<file path="src/rtl/pinbank_pkg.sv">
package pinbank_pkg;
  localparam int FSEL_W        = 3;
  localparam int WORD_W        = 32;
  localparam int PINS_PER_WORD = WORD_W / FSEL_W;
  localparam logic [FSEL_W-1:0] FSEL_INPUT  = 3'd0;
  localparam logic [FSEL_W-1:0] FSEL_OUTPUT = 3'd1;
  localparam logic [7:0] PAD_KEY = 8'h5A;

  // Which function word holds pin p.
  function automatic int fsel_word(input int p);
    return p / PINS_PER_WORD;
  endfunction

  // Lowest bit of pin p's field inside its word.
  function automatic int fsel_lsb(input int p);
    return (p % PINS_PER_WORD) * FSEL_W;
  endfunction

  // Output enable for a function code: only the output code drives.
  function automatic logic fsel_drives(input logic [FSEL_W-1:0] code);
    return code == FSEL_OUTPUT;
  endfunction
endpackage

</file>
<file path="src/rtl/pinbank_fsel.sv">
module pinbank_fsel
  import pinbank_pkg::*;
#(
  parameter int NUM_PINS = 32,
  parameter int DATA_W   = 32,
  parameter int NWORDS   = (NUM_PINS + PINS_PER_WORD - 1) / PINS_PER_WORD,
  parameter int WIDX_W   = (NWORDS > 1) ? $clog2(NWORDS) : 1
) (
  input  logic                clk,
  input  logic                rst_n,
  input  logic                wr_en,
  input  logic [WIDX_W-1:0]   wr_idx,
  input  logic [DATA_W-1:0]   wr_data,
  input  logic [WIDX_W-1:0]   rd_idx,
  output logic [DATA_W-1:0]   rd_data,
  output logic [NUM_PINS-1:0] oe
);
  localparam int USED_W = FSEL_W * PINS_PER_WORD;

  logic [NUM_PINS-1:0][FSEL_W-1:0] fsel_q;
  logic unused_hi;
  assign unused_hi = ^wr_data[DATA_W-1:USED_W];

  always_ff @(posedge clk or negedge rst_n) begin
    if (!rst_n) begin
      fsel_q <= '0;
    end else if (wr_en) begin
      for (int p = 0; p < NUM_PINS; p++) begin
        if (fsel_word(p) == int'(wr_idx))
          fsel_q[p] <= wr_data[fsel_lsb(p) +: FSEL_W];
      end
    end
  end

  always_comb begin
    rd_data = '0;
    for (int p = 0; p < NUM_PINS; p++) begin
      if (fsel_word(p) == int'(rd_idx))
        rd_data[fsel_lsb(p) +: FSEL_W] = fsel_q[p];
    end
  end

  for (genvar p = 0; p < NUM_PINS; p++) begin : g_oe
    assign oe[p] = fsel_drives(fsel_q[p]);
  end
endmodule

</file>
<file path="src/rtl/pinbank_outlatch.sv">
module pinbank_outlatch #(
  parameter int NUM_PINS = 32
) (
  input  logic                clk,
  input  logic                rst_n,
  input  logic                set_stb,
  input  logic                clr_stb,
  input  logic [NUM_PINS-1:0] mask,
  output logic [NUM_PINS-1:0] q
);
  logic [NUM_PINS-1:0] set_m, clr_m;
  assign set_m = set_stb ? mask : '0;
  assign clr_m = clr_stb ? mask : '0;

  always_ff @(posedge clk or negedge rst_n) begin
    if (!rst_n) q <= '0;
    else        q <= (q | set_m) & ~clr_m;
  end
endmodule

</file>
<file path="src/rtl/pinbank_sync.sv">
module pinbank_sync #(
  parameter int W      = 32,
  parameter int STAGES = 2
) (
  input  logic         clk,
  input  logic         rst_n,
  input  logic [W-1:0] d,
  output logic [W-1:0] q
);
  logic [STAGES-1:0][W-1:0] chain;

  for (genvar s = 0; s < STAGES; s++) begin : g_stage
    if (s == 0) begin : g_first
      always_ff @(posedge clk or negedge rst_n)
        if (!rst_n) chain[0] <= '0;
        else        chain[0] <= d;
    end else begin : g_next
      always_ff @(posedge clk or negedge rst_n)
        if (!rst_n) chain[s] <= '0;
        else        chain[s] <= chain[s-1];
    end
  end

  assign q = chain[STAGES-1];
endmodule

</file>
<file path="src/rtl/pinbank_padguard.sv">
module pinbank_padguard
  import pinbank_pkg::*;
#(
  parameter int DATA_W = 32,
  parameter int PAD_W  = 24
) (
  input  logic              clk,
  input  logic              rst_n,
  input  logic              wr_stb,
  input  logic [DATA_W-1:0] wr_data,
  output logic              key_ok,
  output logic [PAD_W-1:0]  pad_q
);
  assign key_ok = wr_data[DATA_W-1 -: 8] == PAD_KEY;

  always_ff @(posedge clk or negedge rst_n) begin
    if (!rst_n)                pad_q <= '0;
    else if (wr_stb && key_ok) pad_q <= wr_data[PAD_W-1:0];
  end
endmodule

</file>
<file path="src/rtl/pinbank_ctrl.sv">
module pinbank_ctrl
  import pinbank_pkg::*;
#(
  parameter int NUM_PINS = 32,
  parameter int ADDR_W   = 4,
  parameter int DATA_W   = 32,
  parameter int PAD_W    = 24,
  parameter int SET_IDX  = 7,
  parameter int CLR_IDX  = 10,
  parameter int LVL_IDX  = 13,
  parameter int PAD_IDX  = 14
) (
  input  logic                clk,
  input  logic                rst_n,
  input  logic [ADDR_W-1:0]   bus_addr,
  input  logic                bus_we,
  input  logic [DATA_W-1:0]   bus_wdata,
  output logic [DATA_W-1:0]   bus_rdata,
  input  logic [NUM_PINS-1:0] pin_in,
  output logic [NUM_PINS-1:0] pin_out,
  output logic [NUM_PINS-1:0] pin_oe,
  output logic [PAD_W-1:0]    pad_cfg
);
  localparam int NWORDS = (NUM_PINS + PINS_PER_WORD - 1) / PINS_PER_WORD;
  localparam int WIDX_W = (NWORDS > 1) ? $clog2(NWORDS) : 1;

  // Decoded bus events, named for the checker.
  logic fsel_hit, set_hit, clr_hit, pad_hit, pad_key_ok;
  assign fsel_hit = int'(bus_addr) < NWORDS;
  assign set_hit  = bus_we && int'(bus_addr) == SET_IDX;
  assign clr_hit  = bus_we && int'(bus_addr) == CLR_IDX;
  assign pad_hit  = bus_we && int'(bus_addr) == PAD_IDX;

  logic [WIDX_W-1:0]   widx;
  logic [DATA_W-1:0]   fsel_rd;
  logic [NUM_PINS-1:0] level;
  assign widx = bus_addr[WIDX_W-1:0];

  pinbank_fsel #(.NUM_PINS(NUM_PINS), .DATA_W(DATA_W), .NWORDS(NWORDS), .WIDX_W(WIDX_W)) u_fsel (
    .clk(clk), .rst_n(rst_n), .wr_en(bus_we && fsel_hit), .wr_idx(widx),
    .wr_data(bus_wdata), .rd_idx(widx), .rd_data(fsel_rd), .oe(pin_oe)
  );

  pinbank_outlatch #(.NUM_PINS(NUM_PINS)) u_out (
    .clk(clk), .rst_n(rst_n), .set_stb(set_hit), .clr_stb(clr_hit),
    .mask(bus_wdata[NUM_PINS-1:0]), .q(pin_out)
  );

  pinbank_sync #(.W(NUM_PINS), .STAGES(2)) u_sync (
    .clk(clk), .rst_n(rst_n), .d(pin_in), .q(level)
  );

  pinbank_padguard #(.DATA_W(DATA_W), .PAD_W(PAD_W)) u_pad (
    .clk(clk), .rst_n(rst_n), .wr_stb(pad_hit), .wr_data(bus_wdata),
    .key_ok(pad_key_ok), .pad_q(pad_cfg)
  );

  always_comb begin
    bus_rdata = '0;
    if (fsel_hit)                          bus_rdata = fsel_rd;
    else if (int'(bus_addr) == LVL_IDX)    bus_rdata[NUM_PINS-1:0] = level;
    else if (int'(bus_addr) == PAD_IDX)    bus_rdata[PAD_W-1:0] = pad_cfg;
  end
endmodule

</file>
<file path="config.mk">
export PLATFORM = sky130hd
export DESIGN_NAME = pinbank_ctrl
export DESIGN_NICKNAME = d
export VERILOG_FILES = /design/src/rtl/pinbank_pkg.sv /design/src/rtl/pinbank_fsel.sv /design/src/rtl/pinbank_outlatch.sv /design/src/rtl/pinbank_sync.sv /design/src/rtl/pinbank_padguard.sv /design/src/rtl/pinbank_ctrl.sv
export SDC_FILE = /design/constraint.sdc
export NUM_CORES = 1
export LEC_CHECK = 0
export BUFFER_PORTS_ARGS = -buffer_cell sky130_fd_sc_hd__buf_2
export CORE_ASPECT_RATIO = 1.75
export CORE_MARGIN = 10
export CORE_UTILIZATION = 54
export CTS_CLUSTER_SIZE = 20
export DETAILED_ROUTE_END_ITERATION = 10
export GPL_TIMING_DRIVEN = 0
export HOLD_SLACK_MARGIN = 0.02
export PLACE_DENSITY = 0.91
export SETUP_SLACK_MARGIN = 0.5
export SYNTH_ARGS = -nofsm -noshare
export SYNTH_HDL_FRONTEND = slang
export SYNTH_SLANG_ARGS = --single-unit
</file>
<file path="constraint.sdc">
create_clock -name clk -period 1.7 [get_ports clk]
set_input_delay 0.085 -clock clk [delete_from_list [all_inputs] [get_ports clk]]
set_output_delay 0.085 -clock clk [all_outputs]
set_load 0.01 [all_outputs]
</file>
==> metrics.md <==
| Metric | Value |
|---|---|
| Synthesis Warnings | `0` |
| Clock Sinks | `216` |
| Failing checks | `negative hold slack, negative setup slack` |
| Register share of total power | `0.436` |
| P_leak | `6.13 nW` |
| Clock buffer depth | `3` |
| Area growth syn-to-layout | `47.9%` |
| Clock-pin slew of the registers on the worst-case setup and hold paths | `0.07 ns` |
| Pre-Repair DR Iteration Count | `5` |
| Setup Viol. Count Final | `7` |
| Power Density | `1190 nW/µm²` |
| Chip width | `116 µm` |
| Post-DP Area | `9960 µm²` |
| Root Driver | `clkbuf_16` |
| Fin. max-slew vios | `0` |
| Initial core utilization | `0.549` |
| Initial antenna violation count | `1` |
| Syn Area/Cell | `14.2 µm²` |
| Final hold violation count | `94` |
| Fmax | `0.558 GHz` |
| Combinational share of power | `0.260` |
| Detailed Place HPWL | `roughly 18000 µm` |
| Routability congestion estimate | `0.844` |
| Vias/cell | `6.25` |
| Post-Place Cells | `between 900 and 1000` |
| CP Launch Type | `flip-flop` |
| Final setup TNS | `-0.430 ns` |
| Via count | `7428` |
| CTS buffer count | `21` |
| Residual DRC | `0` |
| GRT overflow | `0` |
| GRT Overall Usage | `0.274` |
| Seq/Total Area, Yosys | `0.624` |
| IO Pins | `191` |
| Worst skew pair latency | `between 0.4 and 0.5 ns` |
| IO Port Bufs | `188` |
| Outcome | `finished with violations` |
| Synthesized area | `8670 µm²` |
| Worst-Margin Slew | `0.846 ns` |
| CTS tree | `yes` |
| Internal | `~0.011 W` |
| Largest net degree at the start of global routing | `123` |
| Die height | `188 µm` |
| Tmin final | `1.79 ns` |
| Clock network power share | `0.304` |
| Area of the core | `15800 µm²` |
| Non-Filler Cell Area, Final | `12800 µm²` |
| Max_cap viols | `0` |
| Vias in the first global route | `7849` |
| Fill cells | `792` |
| Switching pwr | `0.00441 W` |
| Initial DRC Count | `591` |
| Post-CTS Hold Fix Bufs | `65` |
| Netlist cell types | `30` |
| Mapped Cells | `611` |
| Crit path DAT | `1.71 ns` |
| Unrepaired setup endpoints after global routing | `true` |
| Fraction of layout cells with a size suffix above 1 | `0.548` |
| H-tree level count | `1` |
| Ratio of final minimum period to clock period | `1.05` |
| Die ar. | `21700 µm²` |
| Synthesized Nets | `682` |
| Setup CP Type | `reg2out` |
| Final worst setup slack | `-0.0912 ns` |
| CP Data Required Time | `1.62 ns` |
| WHS | `-0.425 ns` |
| DR WL/cell | `27.6 µm` |
| HP Class | `in2async` |
| Sw Ratio | `0.290` |
| Nets | `approximately 1100` |
| First-pass GRT wire length | `46100 µm` |
| Non-Filler Instances | `1189` |
| Rows | `61` |
| Worst Clk Skew | `between 0.006 and 0.007 ns` |
| Place WS | `-0.353 ns` |
| Final ANT Viol Nets | `0` |
| Crit end category | `output port` |
| CP Max Fanout | `2` |
| Post-synthesis register bit count | `approximately 220` |
| Pwr Total | `0.0152 W` |
| Slew HR | `0.436` |
| WL final | `32800 µm` |
| Worst vdd ir | `approximately 0.00095 V` |
state kept, by name, summed over array words and instances, names as in the netlist:
name and count:
u_fsel.fsel_q 96, u_pad.pad_q 24, u_sync.chain 32, u_out.q 32, u_sync.q 32
cell usage in the layout (no fill, tap or decap), drive strengths merged:
cell type	netlist	final
and4	1	1
a22o	6	6
diode	0	1
a2bb2oi	18	18
or2	1	1
clkbuf	35	63
a21oi	32	32
mux2	120	120
nand3b	1	1
o2bb2ai	6	6
a22oi	24	24
nor2b	2	2
clkinv	0	4
nor2	3	3
nand4b	1	1
mux4	6	6
nor4	1	1
o21ai	6	6
clkinvlp	0	1
nor3b	32	32
dlygate4sd3	0	65
dfrtp	216	216
bufinv	0	2
nand2	8	8
or4b	1	1
a31oi	32	32
o22ai	18	18
and2	2	2
buf	10	298
mux2i	24	24
nand3	3	3
and4b	1	1
and3	1	1
per-stage QoR:
step,hold slack (ns),util
final,-0.425,0.812
after global routing,-0.353,0.812
after CTS,-0.359,0.768
after detailed placement,0.145,0.631
after global placement,0.193,0.628
after floorplan,-0.211,-
critical path, cell delays in order (launching register included):
cell	delay (ns)
dfrtp_1	0.40
mux4_2	0.50
nand2_2	0.10
o21ai_1	0.08
buf_2	0.15
worst paths after layout:
check                                                 to  cells after the start                     startpoint  slack (ns)
max                                         bus_rdata[2]                      4  u_fsel.fsel_q[92]$_DFFE_PN0P_       -0.09
min                           u_sync.chain[27]$_DFF_PN0_                      1                          rst_n       -0.42
max reg2reg                u_fsel.fsel_q[31]$_DFFE_PN0P_                      4  u_fsel.fsel_q[31]$_DFFE_PN0P_        0.54
min reg2reg                       u_sync.q[10]$_DFF_PN0_                      0     u_sync.chain[10]$_DFF_PN0_        0.35
max in group asynchronous     u_sync.chain[17]$_DFF_PN0_                      2                          rst_n        1.04
min in group clk                   u_out.q[31]$_DFF_PN0_                      4                    bus_addr[2]        0.22
repair_timing:
action	4_1_cts	5_1_grt
hold endpoints to repair	278	94
setup endpoints to repair	88	104
pin swaps	49	19
gates cloned	2	0
setup buffers	44	51
resized for setup	126	75
cell families (layout without fill, tap and decap cells):
logic type,count (synthesis),after routing,synth area share
flip-flops,216,216,0.624
multiplexers,150,150,0.199
other,0,1,0
buffers and inverters,45,433,0.0219
AND/OR/NAND/NOR,58,58,0.0462
AO/OA/AOI/OAI,142,142,0.109
Yosys cell counts, drive strengths merged:
cell / n / area [µm²]
and4: 1 / 8.76
nand3: 3 / 15.0
or4b: 1 / 10.0
dfrtp: 216 / 5410
and4b: 1 / 10.0
buf: 10 / 58.8
a22oi: 24 / 180
and3: 1 / 6.26
nand2: 8 / 30.0
a21oi: 32 / 160
and2: 2 / 12.5
mux2: 120 / 1350
mux2i: 24 / 240
nor3b: 32 / 240
o21ai: 6 / 30.0
a31oi: 32 / 200
o22ai: 18 / 113
clkbuf: 35 / 131
or2: 1 / 6.26
nor2: 3 / 11.3
a2bb2oi: 18 / 158
nor4: 1 / 21.3
a22o: 6 / 52.6
nand4b: 1 / 8.76
nor2b: 2 / 12.5
nand3b: 1 / 7.51
o2bb2ai: 6 / 52.6
mux4: 6 / 135
power by group through the flow:
stage	registers [W]	logic (W)	clock network (W)
floorplan	0.00648	0.00133	0
global placement	0.00650	0.00227	0
detailed placement	0.00655	0.00237	0
CTS	0.00648	0.00307	0.00459
global route	0.00667	0.00416	0.00484
finish	0.00663	0.00395	0.00463
per-layer routing:
layer / GRT usage / up-vias / share of wire / wire (µm)
met3: 0.0572 / 146 / 0.074 / 2430
met4: 0.150 / 0 / 0.065 / 2150
li1: - / 3037 / - / -
met2: 0.479 / 411 / 0.52 / 17100
met5: 0 / - / 0 / 0
met1: 0.297 / 3834 / 0.34 / 11100
cell type report:
type | instances | area (µm²) | share of cell area
Sequential cell | 216 | 5410 | 0.422
Multi-Input combinational cell | 350 | 3580 | 0.279
Timing Repair Buffer | 351 | 2600 | 0.203
Clock buffer | 30 | 579 | 0.0452
Buffer | 45 | 330 | 0.0258
Tap cell | 189 | 236 | 0.0184
Clock inverter | 7 | 87.6 | 0.00683
Antenna cell | 1 | 2.50 | 0.000195
No activity file was read; power rests on OpenSTA's default activity.
